## config.mk

```make
export PLATFORM = sky130hd
export DESIGN_NAME = spec_load_resolver
export DESIGN_NICKNAME = d
export VERILOG_FILES = /design/src/rtl/slr_pkg.sv /design/src/rtl/slr_qualify.sv /design/src/rtl/slr_defer.sv /design/src/rtl/slr_pick.sv /design/src/rtl/spec_load_resolver.sv
export SDC_FILE = /design/constraint.sdc
export NUM_CORES = 1
export LEC_CHECK = 0
export ABC_AREA = 1
export BUFFER_PORTS_ARGS = -buffer_cell sky130_fd_sc_hd__buf_2
export CAP_MARGIN = 10
export CORE_ASPECT_RATIO = 1.4
export CORE_MARGIN = 2
export CORE_UTILIZATION = 41
export CTS_BUF_LIST = sky130_fd_sc_hd__clkbuf_2
export CTS_CLUSTER_SIZE = 28
export DETAILED_ROUTE_END_ITERATION = 12
export GPL_TIMING_DRIVEN = 0
export PLACE_DENSITY = 0.78
export RECOVER_POWER = 50
export SYNTH_ARGS = -nofsm -noshare
export SYNTH_HDL_FRONTEND = slang
export SYNTH_SLANG_ARGS = --single-unit
```

## constraint.sdc

```tcl
create_clock -name clk -period 1.1 [get_ports clk]
set_input_delay 0.11 -clock clk [delete_from_list [all_inputs] [get_ports clk]]
set_output_delay 0.11 -clock clk [all_outputs]
set_load 0.01 [all_outputs]
```

## src/rtl/slr_pkg.sv

```systemverilog
package slr_pkg;
  localparam int NCOND = 20;
  localparam int IDX_W = $clog2(NCOND);

  // condition positions (lower index = higher priority)
  localparam int C_ABORT     = 0;
  localparam int C_EXTINT    = 1;
  localparam int C_RSE       = 2;
  localparam int C_IFETCH    = 3;
  localparam int C_ILLOP     = 4;
  localparam int C_FPDIS     = 5;
  localparam int C_NATREG    = 6;
  localparam int C_UNIMPL    = 7;
  localparam int C_WALK      = 8;
  localparam int C_TLB       = 9;
  localparam int C_ALTTLB    = 10;
  localparam int C_ABSENT    = 11;
  localparam int C_NATPAGE   = 12;
  localparam int C_KEYMISS   = 13;
  localparam int C_KEYPERM   = 14;
  localparam int C_RIGHTS    = 15;
  localparam int C_ABIT      = 16;
  localparam int C_DEBUG     = 17;
  localparam int C_MISALIGN  = 18;
  localparam int C_UNSUPP    = 19;

  localparam int FIRST_DATA  = C_NATREG;

  function automatic logic [NCOND-1:0] bit_of(input int i);
    return NCOND'(1) << i;
  endfunction

  // conditions that may be deferred by policy
  function automatic logic [NCOND-1:0] data_mask();
    logic [NCOND-1:0] m;
    m = '0;
    for (int i = FIRST_DATA; i < NCOND; i++) m[i] = 1'b1;
    return m;
  endfunction

  // set of concurrent conditions that make condition idx meaningless
  function automatic logic [NCOND-1:0] blockers(input int idx);
    logic [NCOND-1:0] base, xlat, page;
    base = bit_of(C_NATREG) | bit_of(C_UNIMPL);
    xlat = base | bit_of(C_WALK) | bit_of(C_TLB) | bit_of(C_ALTTLB);
    page = xlat | bit_of(C_ABSENT);
    case (idx)
      C_UNIMPL:                          return bit_of(C_NATREG);
      C_WALK, C_TLB, C_ALTTLB:           return base;
      C_ABSENT:                          return xlat;
      C_NATPAGE, C_KEYMISS, C_ABIT,
      C_UNSUPP:                          return page;
      C_KEYPERM, C_RIGHTS:               return page | bit_of(C_KEYMISS);
      C_DEBUG, C_MISALIGN:               return base;
      default:                           return '0;
    endcase
  endfunction
endpackage

```

## src/rtl/slr_qualify.sv

```systemverilog
module slr_qualify
  import slr_pkg::*;
#(
  parameter int N = NCOND
) (
  input  logic [N-1:0] cond,
  output logic [N-1:0] qual
);
  for (genvar g = 0; g < N; g++) begin : g_bit
    logic [N-1:0] blk;
    assign blk     = N'(blockers(g));
    assign qual[g] = cond[g] & ~|(cond & blk);
  end
endmodule

```

## src/rtl/slr_defer.sv

```systemverilog
module slr_defer
  import slr_pkg::*;
#(
  parameter int N = NCOND
) (
  input  logic         spec,
  input  logic [N-1:0] qual,
  input  logic [N-1:0] policy,
  output logic [N-1:0] keep,
  output logic         all_dropped
);
  logic [N-1:0] eligible;
  logic [N-1:0] dropped;

  assign eligible    = policy & N'(data_mask());
  assign dropped     = spec ? (qual & eligible) : '0;
  assign keep        = qual & ~dropped;
  assign all_dropped = (|dropped) & ~(|keep);
endmodule

```

## src/rtl/slr_pick.sv

```systemverilog
module slr_pick
  import slr_pkg::*;
#(
  parameter int N  = NCOND,
  parameter int IW = IDX_W
) (
  input  logic [N-1:0]  vec,
  output logic          any,
  output logic [IW-1:0] idx
);
  logic [N:0]   seen;
  logic [N-1:0] first;

  assign seen[0] = 1'b0;
  for (genvar g = 0; g < N; g++) begin : g_chain
    assign first[g]  = vec[g] & ~seen[g];
    assign seen[g+1] = seen[g] | vec[g];
  end

  assign any = seen[N];

  always_comb begin
    idx = '0;
    for (int i = 0; i < N; i++)
      if (first[i]) idx = idx | IW'(i);
  end
endmodule

```

## src/rtl/spec_load_resolver.sv

```systemverilog
module spec_load_resolver
  import slr_pkg::*;
#(
  parameter int N  = NCOND,
  parameter int IW = IDX_W
) (
  input  logic          clk,
  input  logic          rst,
  input  logic          req_valid,
  input  logic          req_spec,
  input  logic [N-1:0]  req_cond,
  input  logic [N-1:0]  req_policy,
  output logic          fault_valid,
  output logic [IW-1:0] fault_idx,
  output logic          defer_out
);
  logic [N-1:0]  qual_w;
  logic [N-1:0]  keep_w;
  logic          all_dropped_w;
  logic          raise_w;
  logic [IW-1:0] raise_idx_w;
  logic          hist_ok;

  slr_qualify #(.N(N)) u_qual (
    .cond (req_cond),
    .qual (qual_w)
  );

  slr_defer #(.N(N)) u_defer (
    .spec        (req_spec),
    .qual        (qual_w),
    .policy      (req_policy),
    .keep        (keep_w),
    .all_dropped (all_dropped_w)
  );

  slr_pick #(.N(N), .IW(IW)) u_pick (
    .vec (keep_w),
    .any (raise_w),
    .idx (raise_idx_w)
  );

  always_ff @(posedge clk) begin
    if (rst) begin
      fault_valid <= 1'b0;
      fault_idx   <= '0;
      defer_out   <= 1'b0;
      hist_ok     <= 1'b0;
    end else begin
      fault_valid <= req_valid & raise_w;
      fault_idx   <= req_valid ? raise_idx_w : '0;
      defer_out   <= req_valid & all_dropped_w;
      hist_ok     <= 1'b1;
    end
  end

  // ---------------- assertions ----------------
  p_reset_clear_r1: assert property (@(posedge clk)
    rst |=> (!fault_valid && !defer_out && fault_idx == '0));

  p_idle_quiet_r2: assert property (@(posedge clk) disable iff (rst)
    (hist_ok && !$past(req_valid)) |-> (!fault_valid && !defer_out));

  p_fault_present_r3: assert property (@(posedge clk) disable iff (rst)
    (hist_ok && fault_valid) |-> (($past(req_cond) >> fault_idx) & N'(1)) != '0);

  p_nonspec_no_defer_r4: assert property (@(posedge clk) disable iff (rst)
    (hist_ok && $past(req_valid && !req_spec)) |-> !defer_out);

  p_natreg_wins_r5: assert property (@(posedge clk) disable iff (rst)
    (hist_ok && $past(req_valid && req_cond[C_NATREG] &&
                      (req_cond[FIRST_DATA-1:0] == '0) &&
                      !(req_spec && req_policy[C_NATREG])))
    |-> (fault_valid && fault_idx == IW'(C_NATREG)));

  p_nondata_raised_r7: assert property (@(posedge clk) disable iff (rst)
    (hist_ok && $past(req_valid && (req_cond[FIRST_DATA-1:0] != '0)))
    |-> (fault_valid && fault_idx < IW'(FIRST_DATA)));

  p_defer_only_spec_r8: assert property (@(posedge clk) disable iff (rst)
    (hist_ok && defer_out) |-> $past(req_spec && req_valid));

  p_exclusive_r9: assert property (@(posedge clk) disable iff (rst)
    !(fault_valid && defer_out));
endmodule

```

Yosys cells after proc, flatten, opt, wreduce, memory -nomap -nowiden --
Index checks and enable logic that the tools add are counted.
Cells by class: reductions and logical operators 12, bitwise gates (word level) 78, muxes and demuxes 20
Operators with widths (number):
- $and A20 B20 Y20 | 2
- $reduce_or A20 Y1 | 2
- $and A1 B1 Y1 | 35
- $mux W4 | 8
- $not A1 Y1 | 21
- $mux W20 | 1
- $mux W5 | 4
- $not A20 Y20 | 1
- $or A1 B1 Y1 | 19
- $mux W3 | 4
- $reduce_or A7 Y1 | 1
- $reduce_or A6 Y1 | 1
- $logic_not A1 Y1 | 5
- $reduce_or A5 Y1 | 1
- $mux W2 | 2
- $reduce_or A2 Y1 | 2
- $mux W1 | 1
Storage, ports and cells: input port bits 44, logic and storage cells 113, register bits 7, output and inout bits 7

Depth between registers and ports, before layout --
Gate-level depths: netlist (run 1).
word-level depth 28, gate-level depth with buffers 11, depth with buffers taken out 11

Hierarchy --
From an unflattened synthesis (run 1), not the netlist that was laid out.
Unflattened totals: cell total of the unflattened synthesis 239, area total of the unflattened synthesis 1213.7 um^2
Modules (own cells, without submodules):
- slr_defer | cells each 102, times used 1, area each 466.7 um^2, sequential area each 0.0 um^2
- slr_pick | cells each 74, times used 1, area each 359.1 um^2, sequential area each 0.0 um^2
- spec_load_resolver | cells each 23, times used 1, area each 202.7 um^2, sequential area each 140.1 um^2
- slr_qualify | cells each 40, times used 1, area each 185.2 um^2, sequential area each 0.0 um^2

Worst setup path before layout (run 1) --
No wires, ideal clock.
kind input to register, start in req_cond[8], end reg fault_idx[1], buffers on the path 0, data required time 0.982 ns, setup time 0.118 ns, stages on the path 9, arrival 1.089 ns, setup slack -0.107 ns, cell sequence nor2_1 -> nand2_4 -> nor2_8 -> nand3_1 -> nand3_2 -> nor2_4 -> and3_1 -> nor2_1 -> nor2_1
Between the ends: cells in the longest elaborated chain, start to end 19, elaborated cells between the ends (all ways) 51, classes of those cells mux: 11; bitwise: 34; reduce/logical: 6
RTL lines:
- from (decl) | line spec_load_resolver.sv:11 | input logic [N-1:0] req_cond,
- $and A1 B1 Y1 | line slr_qualify.sv:12 | assign qual[g] = cond[g] & ~|(cond & blk);
- $and A20 B20 Y20 | line slr_defer.sv:16 | assign dropped = spec ? (qual & eligible) : '0;
- $mux W20 | line slr_defer.sv:16
- $not A20 Y20 | line slr_defer.sv:17 | assign keep = qual & ~dropped;
- $and A20 B20 Y20 * | line slr_defer.sv:17
- $or A1 B1 Y1 (2 in a row) | line slr_pick.sv:17 | assign seen[g+1] = seen[g] | vec[g];
- $or A1 B1 Y1 or $not A1 Y1 (tied branches) | line slr_pick.sv:17, slr_pick.sv:16
- $or A1 B1 Y1, or another cell as far along (2 in a row) | line slr_pick.sv:17
- $or A1 B1 Y1 or $mux W4 (tied branches) | line slr_pick.sv:17, slr_pick.sv:25
- $not A1 Y1, or another cell as far along | line slr_pick.sv:16 | assign first[g] = vec[g] & ~seen[g];
- $and A1 B1 Y1, or another cell as far along | line slr_pick.sv:16
- $mux W4, or another cell as far along | line slr_pick.sv:25 | if (first[i]) idx = idx | IW'(i);
- $mux W4 or $or A1 B1 Y1 (tied branches) | line slr_pick.sv:25, slr_pick.sv:17
- $mux W5, or another cell as far along (2 in a row) | line slr_pick.sv:25
- $mux W5 or $and A1 B1 Y1 (tied branches) | line slr_pick.sv:25, slr_pick.sv:16
- $mux W5 * | line slr_pick.sv:25
- to (signal assigned) | line spec_load_resolver.sv:51 | fault_idx <= req_valid ? raise_idx_w : '0;
- to (decl) | line spec_load_resolver.sv:14 | output logic [IW-1:0] fault_idx,
Mark *: on every way between the ends. The rest lies on a longest branch, timed or not. A chain may end at the register's enable or synchronous reset.

Worst setup path in the final report (run 1) --
start in req_cond[7], end reg fault_idx[3]
Between the ends: cells in the longest elaborated chain, start to end 21, elaborated cells between the ends (all ways) 57, classes of those cells mux: 13; bitwise: 36; reduce/logical: 8
RTL lines (line):
- $reduce_or A2 Y1 | slr_qualify.sv:12
- $logic_not A1 Y1 | slr_qualify.sv:12
- $and A1 B1 Y1 | slr_qualify.sv:12
- $and A20 B20 Y20 | slr_defer.sv:16
- $mux W20 | slr_defer.sv:16
- $not A20 Y20 | slr_defer.sv:17
- $and A20 B20 Y20 * | slr_defer.sv:17
- $or A1 B1 Y1 | slr_pick.sv:17
- $or A1 B1 Y1 or $not A1 Y1 (tied branches) | slr_pick.sv:17, slr_pick.sv:16
- $or A1 B1 Y1, or another cell as far along | slr_pick.sv:17
- $not A1 Y1, or another cell as far along | slr_pick.sv:16
- $and A1 B1 Y1, or another cell as far along | slr_pick.sv:16
- $mux W4, or another cell as far along (3 in a row) | slr_pick.sv:25
- $mux W4 or $and A1 B1 Y1 (tied branches) | slr_pick.sv:25, slr_pick.sv:16
- $mux W4 * | slr_pick.sv:25
- $mux W5 * (4 in a row) | slr_pick.sv:25
Marks and branches as above.

==> impl_metrics.ini, run 1 <==
[floorplan]
die_w_um = 43.8
core_sq_mm = 0.00213
ios = 51
start_util_pct = 42.8
dieArea_sq_mm = 0.00262
rows = 20
chipHeight_um = 59.8

[clocking]
max-clock-path-buffers = 2
cts_made_buffers = 3
clk_transition_reported_paths_ns = 0.07
numClockSinks = 7
cts_root_buf = clkbuf_2
cts_tree = built
h-tree-depth = 1

[setup_path]
cp.arrival_ns = 1.34
path_max_fanout = 7
critPathRequiredTime_ns = 1.26
crit_type = in2reg
critical-path-slowest-cell = nor2_4
critical_path.top_delay_family = simple AND/OR/NAND/NOR gates
path_buf_inv = 2
worstPathCellList = buf_6 > nor2_4 > nand2_4 > nor2_4 > nand3_2 > nand3_4 > buf_4 > o21ai_0 > a21oi_1
crit_path_frequent_cell = nor2_4
crit_path_end_kind = flip-flop
critPathMaxStageDelay_ns = 0.21
startpoint_type = input port

[yosys]
syn_nets = 196
synth_warnings = 0
synth_seq_area_share_pct = 15.4
synth_edf_count = 0
synthTopCellsByArea = nand2_1, dfxtp_1, nor2_1
synth_cells = 152
syn_area_per_cell_sq_um = 5.99
yosysTopAreaCell = nand2_1
ys_ff_latch = 7
async_flop_share_pct = 0
synthDominantCellAreaShare_pct = 16.1
synth-main-ff-cell = dfxtp_1
yosysUniqueCellTypes = 24
syn_area_sq_um = 911

[sta]
holdWs_ns = 0.117
finalHoldViolCount = 0
rsz0062_at_grt = true
worst_pin_slew_ns = 0.320
slew_headroom_pct = 78.5
fmax_mhz = 850
setup_ws_ns = -0.0766
drv_slew = 0
finalCritPeriodShare_pct = 107
fin_setup_tns_ns = -0.286
fin_crit_ns = 1.18
finalSetupViolCount = 6

[min_path]
hold_class = in2reg

[cells_and_area]
finalNetCount = 254
n_fill_cell = 182
mostFrequentLayoutCells = buf_2, nand2_1, nor2_1, inv_1, nand3_1
final_common_cell = buf_2
drive_above_1_share_pct = 46.4
n_antenna_cell = 0
areaGrowthSynthToFinish_pct = 51.4
fin_util_pct = 64.8

[drt]
wl_per_cell_um = 11.1
drtIter0Drc = 20
antenna_left = 0
dr_total_vias = 1191
routed_wl_um = 2570
route.detailed.vias_per_inst = 5.16
drc_errors = 0
first_pass_iters = 5

[place]
gp_congestion = 0.826
port_buffers = 43
dpl.hpwl_um = 1940

[power_and_ir_drop]
finalPower_uw = 748
leakage_uw = 0.000702
ir_worst_vdd_v = 0.000262
cellPowerDensity_mw_per_mm2 = 542

[global_route]
track_usage_pct = 20.9
grt_pass1_wl_um = 4290
grt_antenna_before_repair = 0
grt_max_degree = 11
grt-ovfl-total = 0
grt_pass1_vias = 1117

[outcome]
outcome = complete, but fails checks
violations = negative setup slack

[job]
drv_cap = 0
==> metal layers <==
metal,wire (um),up-vias,GRT usage (%)
li1,-,613,-
met1,945,536,20.5
met2,1500,39,43.3
met3,108,3,1.81
met4,21,0,6.93
met5,0,-,0
==> cell usage after synthesis, types with 2 or more instances <==
library cell,count
dfxtp_1,7
nor2_1,29
nor2_4,5
nand4_1,5
nor3_1,2
nand3b_1,4
a21oi_1,3
o21ai_0,5
nand2_1,39
o22ai_1,2
inv_1,15
nand3_2,8
nand2_4,2
nand3_1,16
==> flip-flops by register name, summed over array words and instances, names as in the netlist <==
signal / count
fault_idx: 5
fault_valid: 1
defer_out: 1
==> cells by family (layout without fill, tap and decap cells) <==
kind of cell,count (synthesis),in the layout,synth area share (%)
compound gates,12,12,7.97
buf+inv,18,75,8.38
flops,7,7,15.4
simple gates,115,115,68.3
==> final timing paths <==
kind,slack [ns],depth (start not counted),start,end
max,-0.08,9,req_cond[7],fault_idx[3]
min,0.12,4,rst,fault_valid
==> where the power goes <==
group          leakage (uW)  switching, uW  internal, uW  total [uW]
registers         0.0000568          0.961           258         259
clock network     0.0000166           93.6          96.6         190
logic              0.000629            170           129         299
total              0.000702            264           484         748
==> area by class of cell <==
class                           count  area (sq um)  share of cell area [%]
Multi-Input combinational cell    127           803                    58.3
Tap cell                           22          27.5                    2.00
Timing Repair Buffer               53           303                    22.0
Inverter                           16          60.1                    4.36
Clock buffer                        4          20.0                    1.45
Sequential cell                     7           140                    10.2
Buffer                              2          25.0                    1.81
==> through the flow <==
stage	worst slack [ns]	cells	area, sq um
final	-0.0766	231	1380
after global routing	-0.183	231	1380
after CTS	-0.0738	229	1350
after detailed placement	-0.392	217	1190
after global placement	-0.360	217	1190
after floorplan	-0.0797	152	950
==> repair_timing <==
item                       CTS  global route
setup endpoints to repair    6             7
setup buffers                8             2
hold buffers                 0             0
pin swaps                   15             6
resized for setup           19             8
Power figures use the tool's default switching activity.
==> inputs of run 2 (changes only) <==
--- a/config.mk
+++ b/config.mk
@@ -8,7 +8,7 @@
 export ABC_AREA = 1
 export BUFFER_PORTS_ARGS = -buffer_cell sky130_fd_sc_hd__buf_2
 export CAP_MARGIN = 10
-export CORE_ASPECT_RATIO = 1.4
+export CORE_ASPECT_RATIO = 1.25
 export CORE_MARGIN = 2
 export CORE_UTILIZATION = 41
 export CTS_BUF_LIST = sky130_fd_sc_hd__clkbuf_2
==> run 2 against run 1 <==
The run still ends with negative setup slack left. Clock power down 5%. Total power up 0.77%. Fmax down 0.62%. Setup slack worse by 0.0074 ns. Cell count up 3.5%. Sequential power about the same. Global-route usage down 0.51 points. Sequential share of layout area down 0.35 points. Combinational power up 5%. Flip-flop and latch count unchanged. Utilization up 1.2 points. Wire length up 1.7%. Critical path type unchanged. Critical endpoint unchanged. Largest cell class unchanged.
==> impl_metrics.ini, run 2 (synthesis results as in run 1) <==
[power_and_ir_drop]
finalPower_uw = 754
ir_worst_vdd_v = 0.000271
cellPowerDensity_mw_per_mm2 = 528
leakage_uw = 0.000721

[place]
pre_cts_slack_ns = -0.414
gp_congestion = 0.786
placedInstanceArea_sq_mm = 0.00120
port_buffers = 43
placedCellCount = 226
dpl.hpwl_um = 2050

[drt]
routed_wl_um = 2610
dr_total_vias = 1176
route.detailed.vias_per_inst = 4.92
antenna_left = 0
first_pass_iters = 4
drc_errors = 0
wl_per_cell_um = 10.9
drtIter0Drc = 16

[setup_path]
worstPathCellList = buf_8 > nor2_4 > buf_4 > nand3_2 > nand2_4 > nor2_4 > nand3_4 > nor2_4 > nand2_4 > buf_4 > a21oi_1
startpoint_type = input port
worst-path-stages = 11
critical_path.top_delay_family = simple AND/OR/NAND/NOR gates
cp.arrival_ns = 1.33
path_buf_inv = 3
crit_path_end_kind = flip-flop
crit_end = fault_idx[3]
startpoint = req_cond[7]
path_max_fanout = 6
critPathMaxStageDelay_ns = 0.20
critPathRequiredTime_ns = 1.25
crit_type = in2reg
crit_path_frequent_cell = nor2_4
critical-path-slowest-cell = nor2_4

[floorplan]
ios = 51
rows = 19
core_sq_mm = 0.00216
die_w_um = 46.2
start_util_pct = 42.1
chipHeight_um = 56.7
dieArea_sq_mm = 0.00262

[global_route]
grt_antenna_before_repair = 0
grt_max_degree = 11
grt_pass1_vias = 1082
grt_pass1_wl_um = 4140
grt-ovfl-total = 0
track_usage_pct = 20.4

[job]
drv_cap = 0

[cells_and_area]
top_regs = fault_idx: 5 flops, defer_out: 1 flops, fault_valid: 1 flops
fin_cells = 239
fin_util_pct = 66.0
finalNetCount = 253
largest-register = fault_idx
largest_reg_flops = 5
areaGrowthSynthToFinish_pct = 56.7
n_antenna_cell = 0
final_common_cell = buf_2
drive_above_1_share_pct = 48.6
final_cell_area_sq_mm = 0.00143
mostFrequentLayoutCells = buf_2, nand2_1, nor2_1, inv_1, nand3_1

[clocking]
cts_root_buf = clkbuf_2
ctsHoldBuffers = 0
cts_made_buffers = 3
numClockSinks = 7
clk_transition_reported_paths_ns = 0.07
h-tree-depth = 1
cts_tree = built
max-clock-path-buffers = 2

[sta]
finalSetupViolCount = 6
fin_crit_ns = 1.18
drv_slew = 0
worst_pin_slew_ns = 0.249
slew_headroom_pct = 83.3
fmax_mhz = 845
finalHoldViolCount = 0
finalCritPeriodShare_pct = 108
rsz0062_at_grt = true
setup_ws_ns = -0.0840

[outcome]
outcome = complete, but fails checks
violations = negative setup slack

[min_path]
hold_class = in2reg
==> run 2: cell types whose count changed in the layout (fill, tap and decap cells not counted), sizes merged <==
cell	delta
buf	-1
==> run 2: area by class of cell <==
class | instances | area [sq um]
clock buffer | 4 | 20.0
buffer | 2 | 25.0
multi-input combinational | 127 | 841
timing repair buffer | 52 | 303
tap | 31 | 38.8
fill | 198 | 736
inverter | 16 | 60.1
sequential | 7 | 140
==> run 2: where the power goes <==
part,switching (uW),internal [uW]
logic,179,136
clock network,83.1,96.6
registers,0.753,258
total,263,491
==> run 2: what timing repair did <==
action,in CTS,in global routing
setup buffers,6,3
gates resized for setup,20,19
endpoints found under the hold margin,0,0
setup endpoints to repair,7,7
pin swaps,15,14
==> run 2: worst min-delay path by stage <==
stage | start | end | slack [ns] | cells past startpoint
floorplan | rst | fault_valid | 0.27 | 3
global placement | rst | fault_valid | 0.36 | 4
detailed placement | rst | fault_valid | 0.37 | 4
CTS | rst | fault_valid | 0.13 | 4
global route | rst | fault_valid | 0.15 | 4
finish | rst | fault_valid | 0.14 | 4
==> run 2: metrics by stage <==
stage | hold slack (ns) | TNS, ns
final | 0.135 | -0.331
after global routing | 0.152 | -0.806
after CTS | 0.129 | -0.167
after detailed placement | 0.371 | -2.45
after global placement | 0.365 | -2.19
after floorplan | 0.268 | -0.274
==> run 2: routing by layer <==
metal / up-vias / track usage (%) / wire (um)
li1: 616 / - / -
met1: 522 / 23.1 / 1000
met2: 34 / 38.9 / 1490
met3: 4 / 0.965 / 90
met4: 0 / 4.49 / 26
met5: - / 0 / 0
